**config.mk**
```make
export PLATFORM = sky130hd
export DESIGN_NAME = sram_bus_ctl
export DESIGN_NICKNAME = d
export VERILOG_FILES = /design/src/rtl/sram_ctl_pkg.sv /design/src/rtl/sram_ctl_timer.sv /design/src/rtl/sram_ctl_lanes.sv /design/src/rtl/sram_bus_ctl.sv
export SDC_FILE = /design/constraint.sdc
export NUM_CORES = 1
export LEC_CHECK = 0
export ABC_AREA = 1
export BUFFER_PORTS_ARGS = -buffer_cell sky130_fd_sc_hd__buf_2
export CELL_PAD_IN_SITES_DETAIL_PLACEMENT = 1
export CELL_PAD_IN_SITES_GLOBAL_PLACEMENT = 1
export CORE_MARGIN = 2
export CORE_UTILIZATION = 30
export CTS_BUF_LIST = sky130_fd_sc_hd__clkbuf_8
export CTS_CLUSTER_DIAMETER = 30
export DETAILED_ROUTE_END_ITERATION = 12
export PLACE_DENSITY = 0.86
export SLEW_MARGIN = 25
export SYNTH_ARGS = -nofsm -noshare
export SYNTH_HDL_FRONTEND = slang
export SYNTH_SLANG_ARGS = --single-unit
```
**constraint.sdc**
```tcl
create_clock -name clk -period 1.2 [get_ports clk]
set_input_delay 0.24 -clock clk [delete_from_list [all_inputs] [get_ports clk]]
set_output_delay 0.24 -clock clk [all_outputs]
set_load 0.03 [all_outputs]
```
**src/rtl/sram_ctl_pkg.sv**
```systemverilog
package sram_ctl_pkg;

    localparam int unsigned DEF_ADDR_W = 19;
    localparam int unsigned DEF_DATA_W = 16;

    typedef enum logic [1:0] {
        ST_IDLE  = 2'd0,
        ST_READ  = 2'd1,
        ST_WRITE = 2'd2,
        ST_WREC  = 2'd3
    } ctl_state_e;

    // Pin levels for one state, all registered together
    typedef struct packed {
        logic cs1_n;
        logic cs2;
        logic we_n;
        logic oe_n;
        logic dq_oe;
    } strobe_t;

    // Nanoseconds to cycles, rounded up, never below one
    function automatic int unsigned ns_to_cyc(int unsigned t_ns, int unsigned per_ns);
        int unsigned c;
        c = (t_ns + per_ns - 1) / per_ns;
        return (c == 0) ? 1 : c;
    endfunction

    function automatic int unsigned max_u(int unsigned a, int unsigned b);
        return (a > b) ? a : b;
    endfunction

    function automatic strobe_t strobes_for(ctl_state_e st);
        strobe_t s;
        s = '{cs1_n: 1'b1, cs2: 1'b0, we_n: 1'b1, oe_n: 1'b1, dq_oe: 1'b0};
        case (st)
            ST_READ:  s = '{cs1_n: 1'b0, cs2: 1'b1, we_n: 1'b1, oe_n: 1'b0, dq_oe: 1'b0};
            ST_WRITE: s = '{cs1_n: 1'b0, cs2: 1'b1, we_n: 1'b0, oe_n: 1'b1, dq_oe: 1'b1};
            ST_WREC:  s = '{cs1_n: 1'b0, cs2: 1'b1, we_n: 1'b1, oe_n: 1'b1, dq_oe: 1'b1};
            default:  ;
        endcase
        return s;
    endfunction

endpackage

```
**src/rtl/sram_ctl_timer.sv**
```systemverilog
module sram_ctl_timer #(
    parameter int unsigned CNT_W = 4
) (
    input  logic             clk,
    input  logic             rst,
    input  logic             load,
    input  logic [CNT_W-1:0] load_val,
    output logic             expired
);
    logic [CNT_W-1:0] cnt_q;

    always_ff @(posedge clk) begin
        if (rst)
            cnt_q <= '0;
        else if (load)
            cnt_q <= load_val;
        else if (cnt_q != '0)
            cnt_q <= cnt_q - 1'b1;
    end

    assign expired = (cnt_q == '0);

endmodule

```
**src/rtl/sram_ctl_lanes.sv**
```systemverilog
module sram_ctl_lanes #(
    parameter int unsigned DATA_W = 16,
    localparam int unsigned LANES = DATA_W / 8
) (
    input  logic              active,
    input  logic [LANES-1:0]  mask,
    input  logic [DATA_W-1:0] dq_in,
    output logic [LANES-1:0]  be_n,
    output logic [DATA_W-1:0] rd_masked
);
    for (genvar g = 0; g < LANES; g++) begin : g_lane
        assign be_n[g]            = ~(active & mask[g]);
        assign rd_masked[g*8 +: 8] = mask[g] ? dq_in[g*8 +: 8] : 8'h00;
    end

endmodule

```
**src/rtl/sram_bus_ctl.sv**
```systemverilog
module sram_bus_ctl
    import sram_ctl_pkg::*;
#(
    parameter int unsigned ADDR_W        = DEF_ADDR_W,
    parameter int unsigned DATA_W        = DEF_DATA_W,
    parameter int unsigned CLK_PERIOD_NS = 8,
    parameter int unsigned T_RC_NS       = 85,
    parameter int unsigned T_WC_NS       = 85,
    parameter int unsigned T_WP_NS       = 60,
    parameter int unsigned T_AW_NS       = 70,
    localparam int unsigned LANES        = DATA_W / 8
) (
    input  logic              clk,
    input  logic              rst,
    input  logic              req_valid,
    output logic              req_ready,
    input  logic              req_we,
    input  logic [ADDR_W-1:0] req_addr,
    input  logic [DATA_W-1:0] req_wdata,
    input  logic [LANES-1:0]  req_mask,
    output logic              rsp_valid,
    output logic [DATA_W-1:0] rsp_rdata,
    output logic [ADDR_W-1:0] ram_addr,
    output logic              ram_cs1_n,
    output logic              ram_cs2,
    output logic [LANES-1:0]  ram_be_n,
    output logic              ram_we_n,
    output logic              ram_oe_n,
    output logic [DATA_W-1:0] ram_dq_o,
    output logic              ram_dq_oe,
    input  logic [DATA_W-1:0] ram_dq_i
);
    localparam int unsigned RC_CYC  = ns_to_cyc(T_RC_NS, CLK_PERIOD_NS);
    localparam int unsigned WP_CYC  = max_u(ns_to_cyc(T_WP_NS, CLK_PERIOD_NS),
                                            ns_to_cyc(T_AW_NS, CLK_PERIOD_NS));
    localparam int unsigned WC_CYC  = ns_to_cyc(T_WC_NS, CLK_PERIOD_NS);
    localparam int unsigned REC_CYC = (WC_CYC > WP_CYC) ? (WC_CYC - WP_CYC) : 1;
    localparam int unsigned MAX_CYC = max_u(RC_CYC, max_u(WP_CYC, REC_CYC));
    localparam int unsigned CNT_W   = $clog2(MAX_CYC + 1);

    ctl_state_e        state_q, state_d;
    strobe_t           strb_q;
    logic              tmr_load, tmr_expired, capture;
    logic [CNT_W-1:0]  tmr_val;
    logic [ADDR_W-1:0] addr_q;
    logic [DATA_W-1:0] wdata_q, rd_masked;
    logic [LANES-1:0]  mask_q;
    logic              accept;

    assign req_ready = (state_q == ST_IDLE);
    assign accept    = req_valid && req_ready;

    sram_ctl_timer #(.CNT_W(CNT_W)) timer_i (
        .clk      (clk),
        .rst      (rst),
        .load     (tmr_load),
        .load_val (tmr_val),
        .expired  (tmr_expired)
    );

    always_comb begin
        state_d  = state_q;
        tmr_load = 1'b0;
        tmr_val  = '0;
        capture  = 1'b0;
        case (state_q)
            ST_IDLE: if (accept) begin
                tmr_load = 1'b1;
                state_d  = req_we ? ST_WRITE : ST_READ;
                tmr_val  = req_we ? CNT_W'(WP_CYC - 1) : CNT_W'(RC_CYC - 1);
            end
            ST_READ: if (tmr_expired) begin
                capture = 1'b1;
                state_d = ST_IDLE;
            end
            ST_WRITE: if (tmr_expired) begin
                tmr_load = 1'b1;
                tmr_val  = CNT_W'(REC_CYC - 1);
                state_d  = ST_WREC;
            end
            ST_WREC: if (tmr_expired) state_d = ST_IDLE;
            default: state_d = ST_IDLE;
        endcase
    end

    always_ff @(posedge clk) begin
        if (rst) begin
            state_q   <= ST_IDLE;
            strb_q    <= strobes_for(ST_IDLE);
            addr_q    <= '0;
            wdata_q   <= '0;
            mask_q    <= '0;
            rsp_valid <= 1'b0;
            rsp_rdata <= '0;
        end else begin
            state_q   <= state_d;
            strb_q    <= strobes_for(state_d);
            rsp_valid <= capture;
            if (accept) begin
                addr_q  <= req_addr;
                wdata_q <= req_wdata;
                mask_q  <= req_mask;
            end
            if (capture) rsp_rdata <= rd_masked;
        end
    end

    sram_ctl_lanes #(.DATA_W(DATA_W)) lanes_i (
        .active    (~strb_q.cs1_n),
        .mask      (mask_q),
        .dq_in     (ram_dq_i),
        .be_n      (ram_be_n),
        .rd_masked (rd_masked)
    );

    assign ram_addr  = addr_q;
    assign ram_cs1_n = strb_q.cs1_n;
    assign ram_cs2   = strb_q.cs2;
    assign ram_we_n  = strb_q.we_n;
    assign ram_oe_n  = strb_q.oe_n;
    assign ram_dq_oe = strb_q.dq_oe;
    assign ram_dq_o  = wdata_q;

    AST_SEL_PAIR: assert property (@(posedge clk) disable iff (rst)
        ram_cs1_n == !ram_cs2);
    AST_STANDBY_LANES: assert property (@(posedge clk) disable iff (rst)
        ram_cs1_n |-> (&ram_be_n));
    AST_WE_DRIVES: assert property (@(posedge clk) disable iff (rst)
        !ram_we_n |-> (ram_dq_oe && !ram_cs1_n));
    AST_NO_FIGHT: assert property (@(posedge clk) disable iff (rst)
        !(ram_dq_oe && !ram_oe_n));
    AST_OE_WE_EXCL: assert property (@(posedge clk) disable iff (rst)
        !(!ram_oe_n && !ram_we_n));
    AST_BUSY: assert property (@(posedge clk) disable iff (rst)
        (req_valid && req_ready) |=> !req_ready);
    AST_ADDR_HOLD: assert property (@(posedge clk) disable iff (rst)
        (!ram_cs1_n && !$past(ram_cs1_n)) |-> $stable(ram_addr));
    AST_RSP_PULSE: assert property (@(posedge clk) disable iff (rst)
        rsp_valid |=> !rsp_valid);

endmodule

```
==> impl_metrics.yaml <==
die:
  coreArea_um2: 7810
  dieWidth_um: 94.1
  pin_count: 117
  placementRows: 32
  die-height_um: 94.1
  die_area_um2: 8850
  initial_utilization_pct: 31.2
route:
  drt_pass1_iterations: 4
  post-route-drc-count: 0
  route.vias.total: 2486
  avgViaCountPerCell: 4.64
  routed_wirelength_um: 7680
  wire_per_inst_um: 14.3
  ant_nets: 0
  initialDrtViolationCount: 102
power:
  seqPwrFrac_pct: 37.8
  switchingPower_mw: 2.61
  largest_vdd_supply_drop_mv: 0.775
  powerDensity_nw_per_um2: 2000
  power_switching_share_pct: 37.0
  power.leakage_nw: 1.79
  p_int_mw: 4.45
  power.total_mw: 7.06
  power.share.combinational_pct: 35.5
  share_clk_of_total_power_pct: 26.6
global_routing:
  grt_antenna_before_repair: 0
  grt_first_pass_wirelength_um: 12000
  grt_max_degree: 42
  grt_remaining_overflow: 0
  via_count_of_the_first_global_routing_pass: 2524
  grt_resource_usage_total_pct: 17.3
worst_hold_path:
  cell_depth_of_the_worst_min_delay_path: 3
  min_delay_worst_endpoint: "rsp_rdata[3]"
  hp-class: "input port to register"
  hp-start: "ram_dq_i[3]"
cts:
  cts_root_buf: "clkbuf_8"
  clk_latency_ns: 0.33
  cts_sinks: 65
  cts_made_buffers: 9
  cts_htree_levels: 3
  tritoncts_clock_tree: "yes"
  cts.clk_slew.worst_paths_ns: 0.08
  ctsHoldBuffers: 0
  clockBufferDepth: 2
layout:
  seqCellArea_um2: 1310
  leading_cell_types_in_the_layout_fill_and_taps_excluded: "buf_2, nor2_1, dfxtp_1"
  final_net_count: 488
  final_common_cell: "buf_2"
  antenna_cells: 0
  layout.cell_area.non_filler_um2: 3530
  layout-drive-gt1-share_pct: 41.7
  synthToLayoutAreaGrowth_pct: 44.8
  multiInputGateArea_um2: 1040
  num-fill-cells: 984
setup_path:
  cp-end-kind: "register"
  crit-reg2reg-launch: "timer_i.cnt_q[0]"
  cp_data_arrival_time_ns: 1.47
  timing_worst_setup_path_type: "register to register"
  critical_path_required_ns: 1.42
  reg2regPathDepth: 8
  regToRegEndpoint: "ram_oe_n"
  worst_setup_path_start_kind: "register"
  r2r_setup_slack_ns: -0.05
  path_max_fanout: 5
status:
  violations: "negative setup slack"
  run_status: "finished, violations left"
synth:
  synthesis.nets: 359
  ys.warnings.count: 0
  synth_top_cells_by_area: "dfxtp_1, nor2_1, nand3_1"
  post_synth.cell_area_avg_um2: 8.09
  synth.distinct_cells: 24
  netlist_area_um2: 2430
  synth_seq_area_share_pct: 53.4
  synth_top_area_cell: "dfxtp_1"
  yosys_reg_bits: 65
  synthCells: 301
  fraction_of_post_synthesis_cell_area_in_the_top_cell_type_by_area_pct: 53.4
sta:
  worst-slew-pin-transition_ns: 0.199
  setup_violations: 22
  final.period_utilization_pct: 104
  hold_viol: 0
  fin_crit_ns: 1.25
  rsz0062_at_grt: "true"
  layout_setup_ws_ns: -0.0526
  final-max-slew-violation-count: 0
  slew_limit_headroom_pct: 86.7
  max_freq_mhz: 798
  clock_skew_ns: 0.0145
place:
  buffer_ports.inserted: 116
  gp_congestion: 0.791
  hpwl_um: 5360
  post-place-ws_ns: -0.0635
  detailed_place.area_um2: 3150
flow_run:
  timing.max_cap.violations: 0
worst max-delay path, cell delays in order (launching register included):
cell and delay [ns]:
dfxtp_2 0.35, inv_2 0.06, ha_4 0.18, nand2_1 0.14
nand2_1 0.10, nand3_2 0.12, nand2_1 0.08, inv_1 0.08
nand2_1 0.05
power groups by stage:
stage / sequential [mW] / combinational [mW] / clock, mW
6_report: 2.67 / 2.51 / 1.88
5_1_grt: 2.71 / 2.76 / 2.04
4_1_cts: 2.67 / 2.43 / 1.94
3_5_place_dp: 2.71 / 2.27 / 0
3_3_place_gp: 2.69 / 2.17 / 0
2_1_floorplan: 3.14 / 1.11 / 0
per-stage QoR:
step / setup TNS [ns] / utilization [%] / hold slack [ns] / cells
after floorplan: 0 / - / 0.309 / 301
after global placement: 0 / 40.4 / 0.456 / 515
after detailed placement: -0.372 / 40.4 / 0.460 / 515
after CTS: -0.209 / 44.4 / 0.116 / 536
after global routing: -1.80 / 45.2 / 0.109 / 536
final: -0.440 / 45.2 / 0.122 / 536
flip-flops by register name, indices dropped and copies added, names as in the netlist, 2 cells and up:
name	count
timer_i.cnt_q	4
mask_q	2
ram_addr	19
ram_dq_o	16
state_q	2
rsp_rdata	16
area by class of cell:
class / instances / area share (%)
clock inverters: 4 / 1.24
clock buffers: 11 / 4.29
repair buffers: 135 / 22.8
inverters: 13 / 1.38
flip-flops and latches: 65 / 37.1
multi-input cells: 206 / 29.6
well taps: 102 / 3.62
metal layers:
layer  share of wire [%]  wire (µm)  global-route usage (%)  vias up
met5                   0          0                       0        -
met4                 1.9        148                    7.49        0
met3                 4.7        364                    4.33       12
met2                  53       4040                    30.3       66
met1                  41       3130                    19.7     1178
li1                    -          -                       -     1230
kinds of logic after synthesis:
kind of cell             Yosys count  share of synthesized area (%)
flip-flops                        65                           53.4
XOR/XNOR                           1                          0.360
buffers and inverters             31                           7.50
AND/OR/NAND/NOR                  162                           29.8
adder cells (fa/ha/maj)            1                          0.514
AO/OA/AOI/OAI                     41                           8.43
Yosys cell counts:
cell       n
nor2_2     1
nand2_1   33
nand2_4    1
dfxtp_1   65
buf_4      1
inv_2      1
o21ai_0   39
clkbuf_2   1
xor2_1     1
nor2_8     1
nand3_2    1
ha_1       1
clkbuf_1   5
inv_1     12
nor2_1    80
nand3_1   40
a21oi_1    2
nand3b_1   1
buf_8      1
buf_2      4
nor2_4     1
buf_6      6
nand4_1    2
nand4_4    1
how the worst max path moves through the flow:
stage | slack, ns | endpoint | start
after global placement | 0.03 | rsp_rdata[0] | timer_i.cnt_q[3]
after CTS | -0.05 | req_ready | state_q[0]
after global routing | -0.12 | ram_oe_n | timer_i.cnt_q[0]
after detailed placement | -0.06 | rsp_rdata[15] | timer_i.cnt_q[0]
final | -0.05 | ram_oe_n | timer_i.cnt_q[0]
after floorplan | 0.008 | rsp_rdata[10] | timer_i.cnt_q[0]
repair_timing:
item,CTS,global route
endpoints found under the setup margin,24,52
resized for setup,17,36
gates cloned,1,0
buffers inserted,5,0
pin swaps,4,4
Note: power is estimated with default switching activity, not from simulation.
